--- src/rtl/hanoi_pkg.sv ---
package hanoi_pkg;

    typedef logic [1:0] peg_t;

    localparam peg_t PEG_NONE  = 2'd0;
    localparam peg_t PEG_LEFT  = 2'd1;
    localparam peg_t PEG_MID   = 2'd2;
    localparam peg_t PEG_RIGHT = 2'd3;

    typedef struct packed {
        peg_t src;
        peg_t dst;
    } peg_pair_t;

    typedef enum logic [1:0] {
        SEQ_IDLE = 2'd0,
        SEQ_RUN  = 2'd1,
        SEQ_FIN  = 2'd2
    } seq_state_e;

    // With pegs coded 1..3, the remaining peg is the XOR of the other two.
    function automatic peg_t third_peg(input peg_t a, input peg_t b);
        return a ^ b;
    endfunction

    // Exchange pegs 2 and 3 when enabled; peg 1 and code 0 pass unchanged.
    function automatic peg_t swap_mid_right(input peg_t p, input logic en);
        return (en && p[1]) ? (p ^ 2'b01) : p;
    endfunction

    // Initial destination of disk d (1-based) for a stack of max_d disks.
    function automatic peg_t init_dest(input int max_d, input int d);
        return (((max_d - d) % 2) == 0) ? PEG_RIGHT : PEG_MID;
    endfunction

endpackage

--- src/rtl/hanoi_move_counter.sv ---
module hanoi_move_counter #(
    parameter int MAX_DISKS = 8
) (
    input  logic             clk,
    input  logic             rst,
    input  logic             clear,
    input  logic             advance,
    output logic [MAX_DISKS:0] row_sel
);
    localparam int CW = MAX_DISKS + 1;

    logic [CW-1:0] cnt;
    logic [CW-1:0] tgl;
    logic [CW-1:0] low_zero;

    assign tgl[0]      = 1'b1;
    assign low_zero[0] = 1'b1;

    generate
        for (genvar k = 1; k < CW; k++) begin : g_chain
            assign tgl[k]      = tgl[k-1] & cnt[k-1];
            assign low_zero[k] = low_zero[k-1] & ~cnt[k-1];
        end
        for (genvar k = 0; k < CW; k++) begin : g_row
            assign row_sel[k] = cnt[k] & low_zero[k];
        end
    endgenerate

    always_ff @(posedge clk) begin
        if (rst || clear) begin
            cnt <= {{MAX_DISKS{1'b0}}, 1'b1};
        end else if (advance) begin
            cnt <= cnt ^ tgl;
        end
    end


    cleared_row_zero_chk: assert property (@(posedge clk) disable iff (rst)
        clear |=> row_sel[0]);


    step_moves_row_chk: assert property (@(posedge clk) disable iff (rst)
        (advance && !clear) |=> (row_sel != $past(row_sel)));

endmodule

--- src/rtl/hanoi_peg_rows.sv ---
module hanoi_peg_rows
    import hanoi_pkg::*;
#(
    parameter int MAX_DISKS = 8
) (
    input  logic                 clk,
    input  logic                 rst,
    input  logic                 load,
    input  logic                 step,
    input  logic [MAX_DISKS-1:0] row_sel,
    output peg_pair_t            bus
);
    logic [MAX_DISKS-1:0][1:0] src_v;
    logic [MAX_DISKS-1:0][1:0] dst_v;

    generate
        for (genvar r = 0; r < MAX_DISKS; r++) begin : g_row
            localparam peg_t INIT_DST = init_dest(MAX_DISKS, r + 1);
            peg_t src_q;
            peg_t dst_q;

            always_ff @(posedge clk) begin
                if (rst || load) begin
                    src_q <= PEG_LEFT;
                    dst_q <= INIT_DST;
                end else if (step && row_sel[r]) begin
                    src_q <= dst_q;
                    dst_q <= third_peg(src_q, dst_q);
                end
            end

            assign src_v[r] = src_q;
            assign dst_v[r] = dst_q;
        end
    endgenerate

    always_comb begin
        bus = '0;
        for (int r = 0; r < MAX_DISKS; r++) begin
            bus.src = bus.src | (src_v[r] & {2{row_sel[r]}});
            bus.dst = bus.dst | (dst_v[r] & {2{row_sel[r]}});
        end
    end


    row_pegs_distinct_chk: assert property (@(posedge clk) disable iff (rst)
        (|row_sel) |-> (bus.src != bus.dst && bus.src != PEG_NONE && bus.dst != PEG_NONE));


    single_row_chk: assert property (@(posedge clk) disable iff (rst)
        $onehot0(row_sel));

endmodule

--- src/rtl/hanoi_disk_encoder.sv ---
module hanoi_disk_encoder #(
    parameter int MAX_DISKS = 8,
    parameter int DW        = $clog2(MAX_DISKS + 2)
) (
    input  logic [MAX_DISKS:0] row_sel,
    output logic [DW-1:0]      disk_num
);
    always_comb begin
        disk_num = '0;
        for (int k = 0; k <= MAX_DISKS; k++) begin
            if (row_sel[k]) begin
                disk_num = disk_num | DW'(k + 1);
            end
        end
    end
endmodule

--- src/rtl/hanoi_seq.sv ---
module hanoi_seq
    import hanoi_pkg::*;
#(
    parameter int MAX_DISKS = 8,
    localparam int DW       = $clog2(MAX_DISKS + 2)
) (
    input  logic          clk,
    input  logic          rst,
    input  logic          start,
    input  logic [DW-1:0] depth,
    output logic          valid,
    output logic [DW-1:0] disk,
    output logic [1:0]    src_peg,
    output logic [1:0]    dst_peg,
    output logic          done,
    output logic          err
);
    localparam logic MAX_ODD = MAX_DISKS[0];

    seq_state_e           state_q;
    logic [DW-1:0]        n_q;
    logic                 swap_q;
    logic                 err_q;
    logic                 accept;
    logic                 term;
    logic                 step;
    logic [MAX_DISKS:0]   row_sel;
    logic [DW-1:0]        disk_num;
    peg_pair_t            bus;

    assign accept = start && (depth != '0) && (depth <= DW'(MAX_DISKS));
    assign term   = disk_num > n_q;
    assign step   = (state_q == SEQ_RUN) && !term;

    hanoi_move_counter #(.MAX_DISKS(MAX_DISKS)) u_cnt (
        .clk     (clk),
        .rst     (rst),
        .clear   (accept),
        .advance (step),
        .row_sel (row_sel)
    );

    hanoi_peg_rows #(.MAX_DISKS(MAX_DISKS)) u_rows (
        .clk     (clk),
        .rst     (rst),
        .load    (accept),
        .step    (step),
        .row_sel (row_sel[MAX_DISKS-1:0]),
        .bus     (bus)
    );

    hanoi_disk_encoder #(.MAX_DISKS(MAX_DISKS), .DW(DW)) u_enc (
        .row_sel  (row_sel),
        .disk_num (disk_num)
    );

    always_ff @(posedge clk) begin
        if (rst) begin
            state_q <= SEQ_IDLE;
            n_q     <= '0;
            swap_q  <= 1'b0;
            err_q   <= 1'b0;
        end else if (start) begin
            if (accept) begin
                state_q <= SEQ_RUN;
                n_q     <= depth;
                swap_q  <= depth[0] != MAX_ODD;
                err_q   <= 1'b0;
            end else begin
                state_q <= SEQ_IDLE;
                err_q   <= 1'b1;
            end
        end else if (state_q == SEQ_RUN && term) begin
            state_q <= SEQ_FIN;
        end
    end

    assign valid   = step;
    assign done    = (state_q == SEQ_FIN) || (state_q == SEQ_RUN && term);
    assign err     = err_q;
    assign disk    = step ? disk_num : '0;
    assign src_peg = step ? swap_mid_right(bus.src, swap_q) : PEG_NONE;
    assign dst_peg = step ? swap_mid_right(bus.dst, swap_q) : PEG_NONE;


    first_move_chk: assert property (@(posedge clk) disable iff (rst)
        accept |=> (valid && disk == DW'(1) && !err));


    no_repeat_disk_chk: assert property (@(posedge clk) disable iff (rst)
        (valid && !start) |=> (!valid || disk != $past(disk)));


    done_hold_chk: assert property (@(posedge clk) disable iff (rst)
        (done && !start) |=> (done && !valid));


    reject_chk: assert property (@(posedge clk) disable iff (rst)
        (start && !accept) |=> (err && !valid && !done));


    out_pegs_chk: assert property (@(posedge clk) disable iff (rst)
        valid |-> (src_peg != dst_peg && src_peg != PEG_NONE && dst_peg != PEG_NONE));

endmodule

--- config.mk ---
export PLATFORM = sky130hd
export DESIGN_NAME = hanoi_seq
export DESIGN_NICKNAME = d
export VERILOG_FILES = /design/src/rtl/hanoi_pkg.sv /design/src/rtl/hanoi_move_counter.sv /design/src/rtl/hanoi_peg_rows.sv /design/src/rtl/hanoi_disk_encoder.sv /design/src/rtl/hanoi_seq.sv
export SDC_FILE = /design/constraint.sdc
export NUM_CORES = 1
export LEC_CHECK = 0
export BUFFER_PORTS_ARGS = -buffer_cell sky130_fd_sc_hd__buf_4
export CAP_MARGIN = 25
export CELL_PAD_IN_SITES_DETAIL_PLACEMENT = 2
export CELL_PAD_IN_SITES_GLOBAL_PLACEMENT = 2
export CORE_UTILIZATION = 39
export CTS_CLUSTER_SIZE = 10
export DETAILED_ROUTE_END_ITERATION = 16
export GPL_TIMING_DRIVEN = 0
export PLACE_DENSITY = 0.82
export RECOVER_POWER = 100
export REMOVE_ABC_BUFFERS = 1
export SETUP_SLACK_MARGIN = 0.05
export SYNTH_ARGS = -nofsm -noshare
export SYNTH_HDL_FRONTEND = slang
export SYNTH_SLANG_ARGS = --single-unit
--- constraint.sdc ---
create_clock -name clk -period 5.45 [get_ports clk]
set_input_delay 0.2725 -clock clk [delete_from_list [all_inputs] [get_ports clk]]
set_output_delay 0.2725 -clock clk [all_outputs]
set_load 0.05 [all_outputs]
### Word level (Yosys, flattened, before mapping)

Cells that the tools add are included.

* logic and storage cells: 134
* output and inout bits: 11
* bits in registers: 49
* input port bits: 7

* magnitude comparators: 2
* reductions and logical operators: 20
* bitwise logic cells: 71
* mux-type cells: 18
* eq/ne operators: 2

Operator list (count)
* $and 2x2->2: 16
* $or 2x2->2: 14
* $and 1x1->1: 22
* $xor 2x2->2: 8
* $logic_and 1x1->1: 14
* $mux 2: 6
* $mux 3: 4
* $mux 4: 3
* $not 1->1: 10
* $xor 9x9->9: 1
* $mux 1: 5
* $gt 4x4->1: 1
* $le 4x4->1 const B: 1
* $reduce_bool 4->1: 1
* $eq 2x1->1 const B: 1
* $eq 2x2->1 const B: 1
* $logic_or 1x1->1: 2
* $reduce_and 2->1: 1
* $reduce_bool 2->1: 1
* $logic_not 1->1: 1

### Longest topological paths before layout

Gate-level depths: netlist of run 1.

* word-level depth: 14
* depth in mapped cells: 16
* gate-level depth less buffers: 13

### Modules after synthesis

From an unflattened synthesis of run 1, not the netlist that was laid out.

* cell total of the unflattened synthesis: 293
* area, all modules: 2681.3 sq um

By module, submodules not included
* hanoi_peg_rows: times used 1, area an instance 1566.5 sq um, cells each 166
* hanoi_move_counter: times used 1, area an instance 550.5 sq um, cells each 55
* hanoi_seq: times used 1, area an instance 530.5 sq um, cells each 65
* hanoi_disk_encoder: times used 1, area an instance 33.8 sq um, cells each 7

### Least setup slack after synthesis of run 1

No wires, ideal clock.

* kind: reg-to-output
* from: register u_cnt.cnt[0]
* to: output port dst_peg[0]
* cell stages (with the launch flop): 16
* arrival: 3.997 ns
* slack: 1.180 ns
* path through: dfxtp_1 clkbuf_1 inv_1 ha_1 nor4b_1 and3_1 buf_2 nor2_1 nand3_1 ha_1 or3_1 o311ai_2 o21ai_1 clkbuf_1 or3_1 mux2i_1

* word-level cells in the longest chain between the ends: 14
* elaborated cells on any way between the ends: 47
* those cells by class: order compare: 1; mux: 11; bitwise: 32; reduce/logical: 3

RTL lines
* start, declared: line hanoi_move_counter.sv:12 `logic [CW-1:0] cnt;`
* start signal, assigned: line hanoi_move_counter.sv:31 `cnt <= {{MAX_DISKS{1'b0}}, 1'b1};`
* start signal, assigned: line hanoi_move_counter.sv:33 `cnt <= cnt ^ tgl;`
* $not 1->1 (*): line hanoi_move_counter.sv:22 `assign low_zero[k] = low_zero[k-1] & ~cnt[k-1];`
* net u_cnt.low_zero[1]: line hanoi_move_counter.sv:14 `logic [CW-1:0] low_zero;`
* $and 1x1->1, on equally long branches: line hanoi_move_counter.sv:22, hanoi_move_counter.sv:25
* $and 1x1->1, or another cell as far along: line hanoi_move_counter.sv:25 `assign row_sel[k] = cnt[k] & low_zero[k];`
* $mux 2, or another cell as far along: line hanoi_disk_encoder.sv:11 `if (row_sel[k]) begin`
* $mux 3, or another cell as far along (4 in a row): line hanoi_disk_encoder.sv:11
* $mux 4 or $and 1x1->1 (tied branches): line hanoi_disk_encoder.sv:11, hanoi_move_counter.sv:25
* $mux 4: line hanoi_disk_encoder.sv:11
* $gt 4x4->1: line hanoi_seq.sv:32 `assign term = disk_num > n_q;`
* $logic_not 1->1: line hanoi_seq.sv:33 `assign step = (state_q == SEQ_RUN) && !term;`
* $logic_and 1x1->1: line hanoi_seq.sv:33
* $mux 2 (*): line hanoi_seq.sv:83 `assign dst_peg = step ? swap_mid_right(bus.dst, swap_q) : PEG_NONE;`
* end, declared: line hanoi_seq.sv:14 `output logic [1:0] dst_peg,`

The timed path passes the listed nets; every way through them passes the cells marked *.

### Final worst setup path of run 1

Same ends and word-level chain as after synthesis.

==> impl_metrics.json, run 1 <==
{
  "reg2reg_to": "u_rows.g_row[5].dst_q[1]",
  "via_count": 2310,
  "overflow": 0,
  "wl_um": 7673,
  "crit_top_cell": "ha_1",
  "grt_pass1_wl_um": 12750,
  "clk_latency_ns": 0.30,
  "num_rows": 29,
  "rrSetupSlack_ns": 0.95,
  "drtIter0Drc": 82,
  "dieArea_um2": 6896,
  "outcome": "complete, but fails checks",
  "antenna_found_initial": 0,
  "ys_ff_latch": 48,
  "powerDensity_nw_per_um2": 235.0,
  "n_antenna_cell": 0,
  "min_path_type": "in2reg",
  "critPathKind": "reg2out",
  "ant_nets": 0,
  "slew_viol_final": 11,
  "rsz0062_at_grt": "false",
  "tightest_slew_ns": 1.533,
  "clock_skew_ns": 0.007303,
  "crit_start": "u_cnt.cnt[0]",
  "cp-start-kind": "register",
  "violations": "max-capacitance violations, max-slew violations",
  "setup-tns-final_ns": 0,
  "grt_pass1_vias": 2518,
  "ios": 18,
  "area_growth_syn_to_layout_pct": 9.673,
  "final_layout_size_suffix_gt1_share_pct": 9.446,
  "post_synth_inst_count": 299,
  "track_usage_pct": 23.20,
  "dp_hpwl_um": 5164,
  "initial_utilization_pct": 40.33,
  "cp_slowest_stage_delay_ns": 0.62,
  "fp.coreArea_um2": 6350,
  "reg2reg_from": "u_cnt.cnt[0]",
  "place_congestion": 0.7411,
  "path_max_fanout": 28,
  "dpl_cell_area_um2": 2738,
  "detail_route.wl_per_cell_um": 19.98,
  "async_flop_share_pct": 0,
  "htreeDepth": 2,
  "io_buffers": 17,
  "drtPass1Iterations": 4,
  "timing.hold.ws_ns": 0.1387,
  "synth_area_per_cell_um2": 8.566,
  "endpoint": "dst_peg[0]",
  "ys_warn_count": 0,
  "maxCapViolCount": 1,
  "critPathTopFamily": "simple AND/OR/NAND/NOR gates",
  "setup_viol": 0,
  "cts_inserted_buffers": 5,
  "cp_num_buf_inv": 3,
  "cts_hold_buf": 0,
  "critPathRequiredTime_ns": 5.18,
  "hold_violations": 0,
  "synth_edf_count": 0,
  "ctsRootBufferMaster": "clkbuf_8",
  "die_x_um": 83.04,
  "post-place-ws_ns": -0.08859,
  "clk_path_buf_depth": 2,
  "critPathCaptureType": "output pin",
  "fin_crit_ns": 5.049,
  "nets": 326,
  "fmax_mhz": 198.1,
  "clk_pin_slew_ns": 0.09,
  "slew_headroom_pct": -3.793,
  "crit_slowest_cell": "o311ai_4",
  "drc": 0,
  "synth_ff_type": "dfxtp_1",
  "arrival_ns": 4.78,
  "path_cells": "inv_1 > ha_1 > nor4b_1 > and3_1 > nor2_1 > nand3_1 > ha_1 > or2_2 > o311ai_4 > o21ai_4 > inv_4 > o21ai_0 > mux2i_1 > buf_2",
  "syn_area_um2": 2561,
  "synth-seq-area-share_pct": 37.52,
  "die_h_um": 83.04,
  "synth.distinct_cells": 51,
  "vdd_ir_drop_max_mv": 0.1135,
  "power.leakage_nw": 1.056,
  "clock_sinks": 48,
  "worst_slack_ns": 0.4013,
  "finalCritPeriodShare_pct": 92.64,
  "r2r_cells": 12,
  "fin_area_um2": 2809,
  "via_per_inst": 6.016,
  "grt_max_degree": 29,
  "path_depth": 14,
  "cts_tree": "yes"
}
synth_stat cells, drive strengths merged, types with 2 or more instances:
cell | number | area, um2
a21boi | 4 | 30.02
a21oi | 19 | 95.09
a221o | 5 | 53.80
a221oi | 2 | 17.52
a22o | 5 | 43.79
a22oi | 2 | 15.01
a31oi | 4 | 25.02
and2 | 3 | 20.02
and4 | 2 | 17.52
buf | 4 | 18.76
clkbuf | 15 | 56.30
dfxtp | 48 | 960.9
ha | 13 | 162.7
inv | 11 | 41.29
mux2i | 12 | 120.1
nand2 | 33 | 123.9
nand3 | 7 | 35.03
nand3b | 2 | 15.01
nand4 | 2 | 12.51
nor2 | 29 | 108.9
nor2b | 2 | 12.51
nor3 | 2 | 10.01
nor4 | 4 | 40.04
o2111ai | 8 | 70.07
o211ai | 9 | 67.56
o21ai | 17 | 85.08
o311ai | 2 | 25.03
o31a | 2 | 17.52
or3 | 5 | 31.28
xor2 | 12 | 105.1
worst reg2reg max path: cells and delay by family, from the launching register on:
family | cells | cell delay (ns)
XOR/XNOR | 1 | 0.19
AO/OA/AOI/OAI | 2 | 1.48
flip-flops | 1 | 0.60
buffers and inverters | 1 | 0.18
adder cells (fa/ha/maj) | 2 | 0.53
AND/OR/NAND/NOR | 6 | 1.37
repair_timing:
action / in CTS / in global routing
endpoints found under the setup margin: 4 / 3
pin swaps: 1 / 0
gates resized for setup: 2 / 1
gates cloned: 1 / 0
buffers inserted: 0 / 0
cell families (layout without fill, tap and decap cells):
group                      count (synthesis)  count (layout)  share of synthesized area [%]
and+or+nand+nor                           98              98                          19.25
AOI/OAI and AO/OA                         84              85                          23.06
DFF                                       48              48                          37.52
buffers and inverters                     31              38                          4.689
adders and majority gates                 13              13                          6.351
xor gates and xnor gates                  13              13                          4.446
muxes                                     12              12                          4.690
flip-flops by register name, indices dropped and copies added (netlist names):
register            count
state_q                 2
u_rows.g_row.src_q     16
u_rows.g_row.dst_q     16
n_q                     4
u_cnt.cnt               9
err                     1
per-stage QoR:
stage,std cells,total power [W],utilization [%]
finish,384,0.0006601,44.24
global route,384,0.0006889,44.24
CTS,384,0.0006742,44.99
detailed placement,375,0.0004416,43.11
global placement,374,0.0004368,42.68
floorplan,280,0.0004109,-
power breakdown:
part	switching, W	internal [W]	total, W
combinational	0.0000549	0.0000202	0.0000752
sequential	0.00000402	0.000354	0.000358
clock	0.000123	0.000103	0.000226
layout by cell type, fill, tap and decap left out, types with 3 or more instances in the layout:
cell       netlist  final
dfxtp_1         48     48
nand2_1         33     33
nor2_1          29     28
a21oi_1         19     19
o21ai_0         16     16
ha_1            13     13
mux2i_1         12     12
xor2_1          12     12
inv_1           11     11
clkbuf_1        15     10
o211ai_1         9      9
o2111ai_1        8      8
nand3_1          7      7
clkbuf_8         0      6
or3_1            5      5
a22o_1           5      5
buf_4            0      5
a31oi_1          4      4
nor4_1           3      3
a221o_2          3      3
worst min path at each step:
stage / from / cells after the start / endpoint
final: start / 2 / state_q[1]
after global routing: start / 2 / state_q[1]
after CTS: start / 2 / state_q[1]
after detailed placement: start / 2 / state_q[1]
after global placement: err / 2 / err
after floorplan: rst / 1 / state_q[0]
metal layers:
metal	routed length (um)	global-route usage, %	vias to the layer above
met5	0	0	-
met4	63	5.329	0
met3	289	3.976	6
met2	4106	44.11	43
met1	3214	26.77	1149
li1	-	-	1112
area by class of cell:
cell class	instances	area [um2]
repair buffers	18	97.59
well taps	77	96.34
inverters	12	47.55
flip-flops and latches	48	960.9
fillers	708	3541
clock buffers	7	86.33
multi-input cells	221	1513
clock inverters	1	7.507
Note: power is estimated with default switching activity, not from simulation.
==> run 2, diff against run 1 <==
--- a/config.mk
+++ b/config.mk
@@ -5,10 +5,11 @@
 export SDC_FILE = /design/constraint.sdc
 export NUM_CORES = 1
 export LEC_CHECK = 0
-export BUFFER_PORTS_ARGS = -buffer_cell sky130_fd_sc_hd__buf_4
+export BUFFER_PORTS_ARGS = -buffer_cell sky130_fd_sc_hd__buf_2
 export CAP_MARGIN = 25
 export CELL_PAD_IN_SITES_DETAIL_PLACEMENT = 2
 export CELL_PAD_IN_SITES_GLOBAL_PLACEMENT = 2
+export CORE_ASPECT_RATIO = 0.8
 export CORE_UTILIZATION = 39
 export CTS_CLUSTER_SIZE = 10
 export DETAILED_ROUTE_END_ITERATION = 16
==> impl_metrics.json, run 2 (synthesis results as in run 1) <==
{
  "track_usage_pct": 25.27,
  "num_rows": 26,
  "fin_area_um2": 2810,
  "drc": 0,
  "n_antenna_cell": 0,
  "violations": "max-capacitance violations, max-slew violations",
  "die_h_um": 74.48,
  "min_path_type": "in2reg",
  "critPathTopFamily": "simple AND/OR/NAND/NOR gates",
  "finalCritPeriodShare_pct": 91.49,
  "clk_latency_ns": 0.31,
  "critPathKind": "reg2out",
  "powerDensity_nw_per_um2": 237.2,
  "grt_max_degree": 29,
  "final_layout_size_suffix_gt1_share_pct": 9.295,
  "die_x_um": 92.61,
  "clock_skew_ns": 0.008193,
  "clock_sinks": 48,
  "fin_crit_ns": 4.986,
  "critPathRequiredTime_ns": 5.18,
  "ctsRootBufferMaster": "clkbuf_8",
  "arrival_ns": 4.71,
  "io_buffers": 17,
  "ant_nets": 0,
  "timing.hold.ws_ns": 0.1504,
  "setup_viol": 0,
  "total_power_w": 0.0006666,
  "via_count": 2309,
  "dieArea_um2": 6897,
  "layout_commonest_cell": "dfxtp_1",
  "clk_pin_slew_ns": 0.09,
  "cts_tree": "yes",
  "clk_path_buf_depth": 2,
  "ios": 18,
  "power.leakage_nw": 1.059,
  "antenna_found_initial": 0,
  "cts_inserted_buffers": 5,
  "vdd_ir_drop_max_mv": 0.1191,
  "rsz0062_at_grt": "false",
  "worst_slack_ns": 0.4638,
  "slew_headroom_pct": -6.093,
  "cts_hold_buf": 0,
  "drtPass1Iterations": 4,
  "path_max_fanout": 28,
  "reg_top3": "u_rows.g_row.dst_q: 16 flops, u_rows.g_row.src_q: 16 flops, u_cnt.cnt: 9 flops",
  "place_congestion": 0.7279,
  "area_growth_syn_to_layout_pct": 9.722,
  "nets": 331,
  "maxCapViolCount": 1,
  "fp.coreArea_um2": 6376,
  "post-place-ws_ns": -0.1550,
  "crit_top_cell": "ha_1",
  "outcome": "complete, but fails checks",
  "dp_hpwl_um": 5380,
  "cp_num_buf_inv": 4,
  "tightest_slew_ns": 1.567,
  "grt_pass1_vias": 2393,
  "dpl_cell_area_um2": 2705,
  "hold_violations": 0,
  "crit_slowest_cell": "and3_1",
  "detail_route.wl_per_cell_um": 20.68,
  "cp_slowest_stage_delay_ns": 0.47,
  "critPathCaptureType": "output pin",
  "grt_pass1_wl_um": 13090,
  "cp-start-kind": "register",
  "htreeDepth": 2,
  "slew_viol_final": 11,
  "overflow": 0,
  "fmax_mhz": 200.6,
  "path_cells": "inv_1 > ha_1 > nor4b_1 > and3_1 > nor2_1 > nand3_1 > ha_1 > or3_1 > o311ai_0 > buf_4 > o21ai_4 > inv_4 > and2_1 > clkbuf_1",
  "mostFrequentLayoutCells": "dfxtp_1 (48), nand2_1 (33), nor2_1 (29), a21oi_1 (19), o21ai_0 (16)",
  "setup-tns-final_ns": 0,
  "wl_um": 8189,
  "initial_utilization_pct": 40.17,
  "via_per_inst": 5.831,
  "drtIter0Drc": 103
}
## run 2: metrics by stage
stage,util (%),std cells
global placement,41.97,381
detailed placement,42.43,383
floorplan,-,280
finish,44.07,396
global route,44.07,396
CTS,44.29,392
## run 2: cell type report
type	instances	area, um2
Clock buffer	7	86.33
Clock inverter	1	7.507
Fill cell	722	3566
Inverter	12	47.55
Multi-Input combinational cell	221	1493
Sequential cell	48	960.9
Tap cell	84	105.1
Timing Repair Buffer	23	110.1
## run 2: routing by layer
metal | wire [um] | share of wire (%) | vias up | track usage (%)
li1 | - | - | 1123 | -
met1 | 4177 | 51 | 1153 | 35.69
met2 | 3741 | 46 | 29 | 41.07
met3 | 199 | 2.4 | 4 | 3.067
met4 | 72 | 0.88 | 0 | 6.771
met5 | 0 | 0 | - | 0
## run 2: worst paths after layout
check | depth (start not counted) | end | from | slack [ns]
setup reg to reg | 12 | u_rows.g_row[5].dst_q[0] | u_cnt.cnt[0] | 0.91
hold / removal | 2 | state_q[1] | start | 0.15
setup / recovery | 14 | disk[3] | u_cnt.cnt[0] | 0.46
hold reg to reg | 2 | err | err | 0.49
## run 2: power breakdown
part | leakage [nW] | internal [W] | total [W] | switching [W]
Combinational | 0.625 | 0.0000205 | 0.0000778 | 0.0000572
Sequential | 0.389 | 0.000354 | 0.000358 | 0.00000399
Clock | 0.0445 | 0.000103 | 0.000230 | 0.000127
Total | 1.06 | 0.000478 | 0.000667 | 0.000188
## run 2: what timing repair did
| item | in CTS | in global routing |
|---|---|---|
| cloned | 1 | 0 |
| pin swaps | 1 | 1 |
| gates resized for setup | 2 | 1 |
| setup buffers | 0 | 3 |
| setup endpoints to repair | 6 | 4 |
## run 2: worst reg2reg max path, stage by stage (launching register included)
cell,delay (ns)
dfxtp_1,0.59
inv_1,0.20
ha_1,0.31
nor4b_1,0.19
and3_1,0.33
nor2_1,0.29
nand3_1,0.15
ha_1,0.21
or2_2,0.31
o311ai_1,1.28
o211ai_1,0.23
xor2_1,0.22
nand2_1,0.07
==> run 3, diff against run 2 <==
--- a/config.mk
+++ b/config.mk
@@ -16,7 +16,6 @@
 export GPL_TIMING_DRIVEN = 0
 export PLACE_DENSITY = 0.82
 export RECOVER_POWER = 100
-export REMOVE_ABC_BUFFERS = 1
 export SETUP_SLACK_MARGIN = 0.05
 export SYNTH_ARGS = -nofsm -noshare
 export SYNTH_HDL_FRONTEND = slang
==> impl_metrics.json, run 3 (synthesis results as in run 1) <==
{
  "cts_hold_buf": 0,
  "drc": 0,
  "setup-tns-final_ns": 0,
  "htreeDepth": 2,
  "track_usage_pct": 24.54,
  "rrSetupSlack_ns": 0.87,
  "hold_violations": 0,
  "cp_num_buf_inv": 6,
  "maxCapViolCount": 0,
  "drtPass1Iterations": 4,
  "dp_hpwl_um": 6041,
  "post_cts_buffers": 0,
  "cp-start-kind": "register",
  "area_growth_syn_to_layout_pct": 11.63,
  "clk_pin_slew_ns": 0.10,
  "arrival_ns": 4.91,
  "grt_max_degree": 15,
  "clk_latency_ns": 0.32,
  "grt_pass1_vias": 2415,
  "endpoint": "src_peg[1]",
  "num_rows": 26,
  "wl_um": 8057,
  "mostFrequentLayoutCells": "dfxtp_1 (48), nand2_1 (33), nor2_1 (29), clkbuf_1 (21), a21oi_1 (19)",
  "ios": 18,
  "fin_crit_ns": 5.183,
  "detail_route.wl_per_cell_um": 19.75,
  "critPathCaptureType": "output pin",
  "fp.coreArea_um2": 6376,
  "crit_slowest_cell": "nor4_1",
  "critPathRequiredTime_ns": 5.18,
  "clk_path_buf_depth": 2,
  "tightest_slew_ns": 0.6463,
  "r2r_cells": 14,
  "post-place-ws_ns": 0.6414,
  "layout_commonest_cell": "dfxtp_1",
  "rsz0062_at_grt": "false",
  "min_path_type": "in2reg",
  "slew_headroom_pct": 56.51,
  "worst_slack_ns": 0.2668,
  "overflow": 0,
  "vdd_ir_drop_max_mv": 0.1169,
  "die_h_um": 74.48,
  "reg2reg_from": "u_cnt.cnt[0]",
  "path_depth": 14,
  "timing.hold.ws_ns": 0.1595,
  "initial_utilization_pct": 40.17,
  "antenna_found_initial": 0,
  "setup_viol": 0,
  "power.leakage_nw": 1.096,
  "fmax_mhz": 192.9,
  "drtIter0Drc": 72,
  "cts_tree": "yes",
  "finalCritPeriodShare_pct": 95.10,
  "cp_slowest_stage_delay_ns": 0.64,
  "critPathTopFamily": "buffers and inverters",
  "critPathKind": "reg2out",
  "crit_top_cell": "clkbuf_1",
  "nets": 343,
  "instances_no_fill": 408,
  "place_congestion": 0.7768,
  "cts_inserted_buffers": 5,
  "n_antenna_cell": 0,
  "place_inst": 400,
  "path_max_fanout": 10,
  "powerDensity_nw_per_um2": 245.9,
  "total_power_w": 0.0007031,
  "dieArea_um2": 6897,
  "ant_nets": 0,
  "path_cells": "clkbuf_1 > inv_1 > ha_1 > and4bb_2 > clkbuf_1 > nor4_1 > ha_1 > nand4_1 > o311ai_2 > o21ai_1 > clkbuf_1 > clkbuf_1 > a21oi_1 > clkbuf_2",
  "outcome": "finished, final reports clean",
  "crit_start": "u_cnt.cnt[0]",
  "clock_sinks": 48,
  "ctsRootBufferMaster": "clkbuf_8",
  "slew_viol_final": 0,
  "clock_skew_ns": 0.008890,
  "reg2reg_to": "u_cnt.cnt[7]",
  "grt_pass1_wl_um": 12610,
  "die_x_um": 92.61,
  "via_per_inst": 5.721,
  "postSynthNetCount": 319,
  "io_buffers": 17,
  "reg_top3": "u_rows.g_row.dst_q: 16 flops, u_rows.g_row.src_q: 16 flops, u_cnt.cnt: 9 flops",
  "via_count": 2334,
  "final_layout_size_suffix_gt1_share_pct": 10.19
}
## run 3: worst min path at each step
stage,from,cells after the start,slack (ns),end
6_report,start,2,0.16,state_q[1]
5_1_grt,start,2,0.16,state_q[1]
4_1_cts,start,2,0.16,state_q[1]
3_5_place_dp,u_rows.g_row[0].dst_q[1],2,0.49,u_rows.g_row[0].src_q[1]
3_3_place_gp,err,2,0.45,err
2_1_floorplan,rst,1,0.34,state_q[0]
## run 3: cell type report
class / instances / area, um2
plain buffers: 19 / 73.82
multi-input cells: 220 / 1486
clock inverters: 2 / 35.03
clock buffers: 6 / 72.57
repair buffers: 17 / 80.08
well taps: 84 / 105.1
fillers: 758 / 3517
flip-flops and latches: 48 / 960.9
inverters: 12 / 45.04
## run 3: worst register-to-register path: stages (launching register included)
cell and delay (ns):
dfxtp_1 0.38, clkbuf_1 0.39, inv_1 0.18, ha_1 0.31, and4bb_2 0.28, clkbuf_1 0.23
nor4_1 0.64, ha_1 0.35, nand4_1 0.11, o311ai_2 0.15, o21ai_1 0.28, clkbuf_1 0.44
clkbuf_1 0.47, nand2_1 0.13, a21oi_1 0.16
## run 3: what timing repair did
action | 4_1_cts | 5_1_grt
endpoints found under the setup margin | 0 | 2
gates resized for setup | 0 | 1
hold endpoints to repair | 0 | 0
## run 3: where the power goes
group / leakage (nW) / switching, W / internal [W]
clock: 0.0552 / 0.000131 / 0.000137
sequential: 0.389 / 0.00000334 / 0.000355
combinational: 0.653 / 0.0000578 / 0.0000197
total: 1.10 / 0.000192 / 0.000511
## run 3: routing by layer
layer	vias up	track usage, %	share of wire, %
met4	0	6.076	0.91
met1	1164	31.09	48
met3	7	3.681	2.6
met5	-	0	0
met2	27	44.28	49
li1	1136	-	-
## run 3: per-stage QoR
| step | utilization [%] | cell area [um2] |
|---|---|---|
| 2_1_floorplan | - | 2561 |
| 3_3_place_gp | 43.15 | 2751 |
| 3_5_place_dp | 43.15 | 2751 |
| 4_1_cts | 44.84 | 2859 |
| 5_1_grt | 44.84 | 2859 |
| 6_report | 44.84 | 2859 |
